## config.mk

```make
export PLATFORM = sky130hd
export DESIGN_NAME = vflag_unit
export DESIGN_NICKNAME = d
export VERILOG_FILES = /design/src/rtl/vflag_pkg.sv /design/src/rtl/vflag_decode.sv /design/src/rtl/vflag_store.sv /design/src/rtl/vflag_trap.sv /design/src/rtl/vflag_irq.sv /design/src/rtl/vflag_unit.sv
export SDC_FILE = /design/constraint.sdc
export NUM_CORES = 1
export LEC_CHECK = 0
export ABC_AREA = 1
export CAP_MARGIN = 20
export CELL_PAD_IN_SITES_DETAIL_PLACEMENT = 0
export CELL_PAD_IN_SITES_GLOBAL_PLACEMENT = 2
export CORE_AREA = 4 4 113 115
export CTS_BUF_LIST = sky130_fd_sc_hd__clkbuf_8
export DETAILED_ROUTE_END_ITERATION = 8
export DIE_AREA = 0 0 117 119
export GPL_ROUTABILITY_DRIVEN = 0
export PLACE_DENSITY_LB_ADDON = 0.12
export SLEW_MARGIN = 25
export SYNTH_ARGS = -nofsm -noshare
export SYNTH_HDL_FRONTEND = slang
export SYNTH_SLANG_ARGS = --single-unit
export TNS_END_PERCENT = 30
```

## constraint.sdc

```tcl
create_clock -name clk -period 0.85 [get_ports clk]
set_clock_uncertainty 0.1 [all_clocks]
set_input_delay 0.17 -clock clk [delete_from_list [all_inputs] [get_ports clk]]
set_output_delay 0.17 -clock clk [all_outputs]
set_load 0.05 [all_outputs]
```

## src/rtl/vflag_pkg.sv

```systemverilog
`timescale 1ns/1ps
package vflag_pkg;
    parameter int FLAG_W = 64;
    localparam int USED_W = 22;

    localparam int B_CF  = 0;
    localparam int B_ONE = 1;
    localparam int B_PF  = 2;
    localparam int B_AF  = 4;
    localparam int B_ZF  = 6;
    localparam int B_SF  = 7;
    localparam int B_TF  = 8;
    localparam int B_IF  = 9;
    localparam int B_DF  = 10;
    localparam int B_OF  = 11;
    localparam int B_PL0 = 12;
    localparam int B_PL1 = 13;
    localparam int B_NT  = 14;
    localparam int B_RF  = 16;
    localparam int B_VM  = 17;
    localparam int B_AC  = 18;
    localparam int B_VIF = 19;
    localparam int B_VIP = 20;
    localparam int B_ID  = 21;

    localparam logic [FLAG_W-1:0] RESET_VAL = FLAG_W'(1) << B_ONE;

    typedef enum logic [2:0] {
        OP_NONE = 3'd0,
        OP_CLR  = 3'd1,
        OP_SET  = 3'd2,
        OP_POP  = 3'd3,
        OP_IRET = 3'd4,
        OP_TASK = 3'd5
    } flag_op_e;

    typedef struct packed {
        logic              accept;
        logic              if_touch;
        logic              nt_touch;
        logic [FLAG_W-1:0] value;
    } flag_upd_t;

    // Bits that a pop may load from its data word.
    function automatic logic [FLAG_W-1:0] writable_mask();
        logic [FLAG_W-1:0] m;
        m = '0;
        m[B_CF] = 1'b1;  m[B_PF] = 1'b1;  m[B_AF] = 1'b1;  m[B_ZF] = 1'b1;
        m[B_SF] = 1'b1;  m[B_TF] = 1'b1;  m[B_IF] = 1'b1;  m[B_DF] = 1'b1;
        m[B_OF] = 1'b1;  m[B_PL0] = 1'b1; m[B_PL1] = 1'b1;
        m[B_RF] = 1'b1;  m[B_VM] = 1'b1;  m[B_AC] = 1'b1;  m[B_VIF] = 1'b1;
        m[B_VIP] = 1'b1; m[B_ID] = 1'b1;
        return m;
    endfunction

    function automatic logic [FLAG_W-1:0] clean_pop(input logic [FLAG_W-1:0] wd,
                                                    input logic nt_keep);
        logic [FLAG_W-1:0] r;
        r = wd & writable_mask();
        r[B_ONE] = 1'b1;
        r[B_NT]  = nt_keep;
        return r;
    endfunction
endpackage

```

## src/rtl/vflag_decode.sv

```systemverilog
`timescale 1ns/1ps
module vflag_decode
    import vflag_pkg::*;
(
    input  logic     clr_i,
    input  logic     set_i,
    input  logic     pop_i,
    input  logic     iret_i,
    input  logic     task_i,
    output flag_op_e op_o
);
    always_comb begin
        if (task_i)      op_o = OP_TASK;
        else if (iret_i) op_o = OP_IRET;
        else if (pop_i)  op_o = OP_POP;
        else if (set_i)  op_o = OP_SET;
        else if (clr_i)  op_o = OP_CLR;
        else             op_o = OP_NONE;
    end
endmodule

```

## src/rtl/vflag_store.sv

```systemverilog
`timescale 1ns/1ps
module vflag_store
    import vflag_pkg::*;
(
    input  logic              clk,
    input  logic              rst,
    input  logic              legacy_i,
    input  flag_op_e          op_i,
    input  logic [FLAG_W-1:0] data_i,
    output flag_upd_t         upd_o,
    output logic [FLAG_W-1:0] flags_o
);
    logic [FLAG_W-1:0] flags_q;

    always_comb begin
        upd_o.accept   = 1'b0;
        upd_o.if_touch = 1'b0;
        upd_o.nt_touch = 1'b0;
        upd_o.value    = flags_q;
        if (legacy_i) begin
            case (op_i)
                OP_CLR: begin
                    upd_o.accept      = 1'b1;
                    upd_o.if_touch    = 1'b1;
                    upd_o.value[B_IF] = 1'b0;
                end
                OP_SET: begin
                    upd_o.accept      = 1'b1;
                    upd_o.if_touch    = 1'b1;
                    upd_o.value[B_IF] = 1'b1;
                end
                OP_POP: begin
                    upd_o.accept   = 1'b1;
                    upd_o.if_touch = 1'b1;
                    upd_o.value    = clean_pop(data_i, flags_q[B_NT]);
                end
                OP_IRET, OP_TASK: upd_o.nt_touch = 1'b1;
                default: ;
            endcase
        end
    end

    always_ff @(posedge clk) begin
        if (rst)               flags_q <= RESET_VAL;
        else if (upd_o.accept) flags_q <= upd_o.value;
    end

    assign flags_o = flags_q;

    assert_native_hold_R3: assert property (@(posedge clk) disable iff (rst)
        !legacy_i |=> $stable(flags_q));
    assert_nt_write_hold_R8: assert property (@(posedge clk) disable iff (rst)
        (legacy_i && (op_i == OP_IRET || op_i == OP_TASK)) |=> $stable(flags_q));
    assert_clear_lands_R4: assert property (@(posedge clk) disable iff (rst)
        (legacy_i && op_i == OP_CLR) |=> !flags_q[B_IF]);
endmodule

```

## src/rtl/vflag_trap.sv

```systemverilog
`timescale 1ns/1ps
module vflag_trap
    import vflag_pkg::*;
(
    input  logic      clk,
    input  logic      rst,
    input  logic      icpt_i,
    input  flag_upd_t upd_i,
    input  logic      if_cur_i,
    output logic      if_trap_o,
    output logic      nt_trap_o
);
    logic if_flip;
    assign if_flip = upd_i.accept && upd_i.if_touch && (upd_i.value[B_IF] != if_cur_i);

    always_ff @(posedge clk) begin
        if (rst) begin
            if_trap_o <= 1'b0;
            nt_trap_o <= 1'b0;
        end else begin
            if_trap_o <= icpt_i && if_flip;
            nt_trap_o <= upd_i.nt_touch;
        end
    end

    assert_if_trap_needs_icpt_R6: assert property (@(posedge clk) disable iff (rst)
        if_trap_o |-> $past(icpt_i));
    assert_quiet_when_off_R7: assert property (@(posedge clk) disable iff (rst)
        !icpt_i |=> !if_trap_o);
endmodule

```

## src/rtl/vflag_irq.sv

```systemverilog
`timescale 1ns/1ps
module vflag_irq (
    input  logic clk,
    input  logic rst,
    input  logic pie_i,
    input  logic gate_i,
    input  logic legacy_i,
    input  logic if_next_i,
    output logic irq_o
);
    logic unmask_d;
    assign unmask_d = pie_i && (!legacy_i || !gate_i || if_next_i);

    always_ff @(posedge clk) begin
        if (rst) irq_o <= 1'b0;
        else     irq_o <= unmask_d;
    end

    assert_irq_needs_pie_R2: assert property (@(posedge clk) disable iff (rst)
        irq_o |-> $past(pie_i));
    assert_native_follows_pie_R3: assert property (@(posedge clk) disable iff (rst)
        (!legacy_i && pie_i) |=> irq_o);
    assert_ungated_follows_pie_R7: assert property (@(posedge clk) disable iff (rst)
        (legacy_i && !gate_i && pie_i) |=> irq_o);
endmodule

```

## src/rtl/vflag_unit.sv

```systemverilog
`timescale 1ns/1ps
module vflag_unit
    import vflag_pkg::*;
(
    input  logic              clk,
    input  logic              rst,
    input  logic              proc_irq_en_i,
    input  logic              virt_gate_i,
    input  logic              virt_icpt_i,
    input  logic              legacy_mode_i,
    input  logic              op_clr_i,
    input  logic              op_set_i,
    input  logic              op_pop_i,
    input  logic              op_iret_i,
    input  logic              op_task_i,
    input  logic [FLAG_W-1:0] op_data_i,
    output logic [FLAG_W-1:0] flags_o,
    output logic              irq_enable_o,
    output logic              if_trap_o,
    output logic              nt_trap_o
);
    flag_op_e  op;
    flag_upd_t upd;

    vflag_decode u_decode (
        .clr_i (op_clr_i),
        .set_i (op_set_i),
        .pop_i (op_pop_i),
        .iret_i(op_iret_i),
        .task_i(op_task_i),
        .op_o  (op)
    );

    vflag_store u_store (
        .clk     (clk),
        .rst     (rst),
        .legacy_i(legacy_mode_i),
        .op_i    (op),
        .data_i  (op_data_i),
        .upd_o   (upd),
        .flags_o (flags_o)
    );

    vflag_trap u_trap (
        .clk      (clk),
        .rst      (rst),
        .icpt_i   (virt_icpt_i),
        .upd_i    (upd),
        .if_cur_i (flags_o[B_IF]),
        .if_trap_o(if_trap_o),
        .nt_trap_o(nt_trap_o)
    );

    vflag_irq u_irq (
        .clk      (clk),
        .rst      (rst),
        .pie_i    (proc_irq_en_i),
        .gate_i   (virt_gate_i),
        .legacy_i (legacy_mode_i),
        .if_next_i(upd.value[B_IF]),
        .irq_o    (irq_enable_o)
    );

    assert_one_strobe_R4: assert property (@(posedge clk) disable iff (rst)
        $onehot0({op_clr_i, op_set_i, op_pop_i, op_iret_i, op_task_i}));
    assert_if_trap_is_change_R6: assert property (@(posedge clk) disable iff (rst)
        if_trap_o |-> (flags_o[B_IF] != $past(flags_o[B_IF])));
    assert_nt_trap_cause_R8: assert property (@(posedge clk) disable iff (rst)
        nt_trap_o |-> $past(legacy_mode_i && (op_iret_i || op_task_i)));
    assert_fixed_bits_R5: assert property (@(posedge clk) disable iff (rst)
        flags_o[B_ONE] && !flags_o[3] && !flags_o[5] && !flags_o[15]
        && (flags_o[FLAG_W-1:USED_W] == '0));
endmodule

```

==> impl_metrics.csv <==
group,metric,value,unit
setup_path,reg2reg_from,"u_store.flags_o[9]$_SDFFE_PP0P_",
outcome,violations,"setup timing",
synthesis,syn_area,0.001159,mm²
clock_tree,cts_made_buffers,3,
grt,grt_pass1_wl,5264,µm
routing,drt-initial-drc-count,8,
sta,fin_setup_tns,-3793,ps
grt,grt_pass1_vias,950,
floorplan,dieArea,0.01392,mm²
layout,utilization,17.76,%
floorplan,pin_count,142,
layout,final_nets,288,
place,placed_cell_area,0.001857,mm²
setup_path,cp-startpoint,"u_store.flags_o[9]$_SDFFE_PP0P_",
clock_tree,htreeDepth,1,
setup_path,cp.arrival,840,ps
routing,post_drt_via_cell_ratio,2.719,
grt,grt_util_all_layers,5.034,%
floorplan,chipWidth,117,µm
sta,rsz0062_at_grt,"true",
routing,wire_per_inst,10.33,µm
synthesis,synth_warnings,0,
clock_tree,cts_root_buffer,"clkbuf_8",
power,fin_total_pwr,3043,µW
flow_run,cap_violations,0,
sta,finalMaxSlewViolations,0,
clock_tree,clock-sinks,20,
layout,nFillCells,1335,
floorplan,num_rows,40,
setup_path,start_kind,"flip-flop",
layout,final_cell_mix,"conb_1, nor2_1, buf_12",
sta,whs,189.5,ps
clock_tree,clk_pin_slew,90,ps
routing,vias,976,
sta,setup_viol,23,
power,power_density,1450,mW/mm²
routing,dr.pass1.iters,4,
clock_tree,cts_tree,"built",
floorplan,die_y,119,µm
layout,diodes,0,
outcome,status,"complete, but fails checks",
routing,drcViolationCount,0,
clock_tree,worstSkewPairLatency,260,ps
clock_tree,clockBufferDepth,2,
sta,period_share,130.5,%
place,io_buffers,47,
place,dp_hpwl,2855,µm
setup_path,critPathRequiredTime,580,ps
sta,fin_crit,1109,ps
layout,syn_to_final_growth,81.10,%
floorplan,start_util,9.809,%
sta,hold_viol,0,
synthesis,synthCells,154,
grt,grt_max_degree,19,
floorplan,core,0.01181,mm²
hold_path,hp-start,"legacy_mode_i",
synthesis,synth-seq-area-share,34.56,%
hold_path,hold_class,"in -> reg",
setup_path,end_kind,"primary output",
routing,ant_nets,0,
layout,drive_gt1_share,38.21,%
grt,grt_overflow,0,
routing,finalWirelength,3707,µm
synthesis,ys_types,18,
power,peakVddDrop,414.1,µV
layout,finalInstanceArea,0.002098,mm²
sta,layout_setup_ws,-259.0,ps
grt,antenna_found_initial,0,
setup_path,crit_type,"reg -> out",
layout,layout_commonest_cell,"conb_1",
power,leakage,0.0009092,µW
setup_path,crit_fanout,2,
sta,clock.fmax,0.9017,GHz
synthesis,ys_ff_latch,20,
synthesis,syn_area_per_cell,7.523,µm²
==> timing repair <==
action | in CTS | in global routing
pin swaps | 8 | 6
cloned | 3 | 0
setup buffers | 3 | 1
endpoints found under the setup margin | 40 | 39
hold buffers | 0 | 0
resized for setup | 38 | 27
==> path summary, 6_finish.rpt <==
kind / end / slack [ps] / cells after the start
max: flags_o[9] / -260 / 2
min: u_trap.nt_trap_o$_SDFF_PP0_ / 190 / 4
max reg2reg: u_irq.irq_o$_SDFF_PP0_ / -60 / 5
min reg2reg: u_store.flags_o[8]$_SDFFE_PP0P_ / 410 / 2
==> report_power, final <==
group          internal [µW]  switching [µW]
Sequential               969            36.4
Clock                    629             348
Combinational            319             742
==> per-layer routing <==
layer	track usage, %	wire length (µm)
met5	0	0
met3	0.9146	270
met1	6.194	1475
met2	8.890	1942
met4	1.290	19
==> registers in the layout (all words and copies together) (netlist names) <==
register / cells
u_store.flags_o: 17
u_irq.irq_o: 1
u_trap.nt_trap_o: 1
u_trap.if_trap_o: 1
==> critical path, stage by stage (launching register included) <==
cell	delay [ps]
dfxtp_2	330
buf_6	110
buf_12	130
==> kinds of logic after synthesis <==
logic type / count (synthesis) / share of synthesized area [%]
buffers and inverters: 61 / 37.90
AND/OR/NAND/NOR: 53 / 19.12
flip-flops: 20 / 34.56
AO/OA/AOI/OAI: 18 / 7.776
other: 2 / 0.6482
==> synth_stat cells, drive strengths merged <==
master | n | share of area (%)
buf | 50 | 34
nor2 | 37 | 13
dfxtp | 20 | 35
o21ai | 16 | 6.9
nand2 | 12 | 4.8
inv | 10 | 3.7
nand3 | 4 | 1.7
a21oi | 2 | 0.86
conb | 2 | 0.65
clkbuf | 1 | 0.43
==> final cells by class <==
class	count	area [µm²]	share of cell area [%]
clock buffers	3	41.29	1.968
clock inverters	1	30.03	1.431
inverters	10	57.56	2.743
multi-input cells	120	569.3	27.13
flip-flops and latches	20	435.4	20.75
well taps	147	183.9	8.766
repair buffers	57	764.5	36.43
repair inverters	1	16.27	0.7752
==> stage by stage <==
stage	worst slack, ps	instances
3_5_place_dp	-684.5	348
3_3_place_gp	-686.4	348
4_1_cts	-282.5	358
5_1_grt	-285.6	359
2_1_floorplan	-108.2	199
6_report	-259.0	359
No activity file was read; power rests on OpenSTA's default activity.
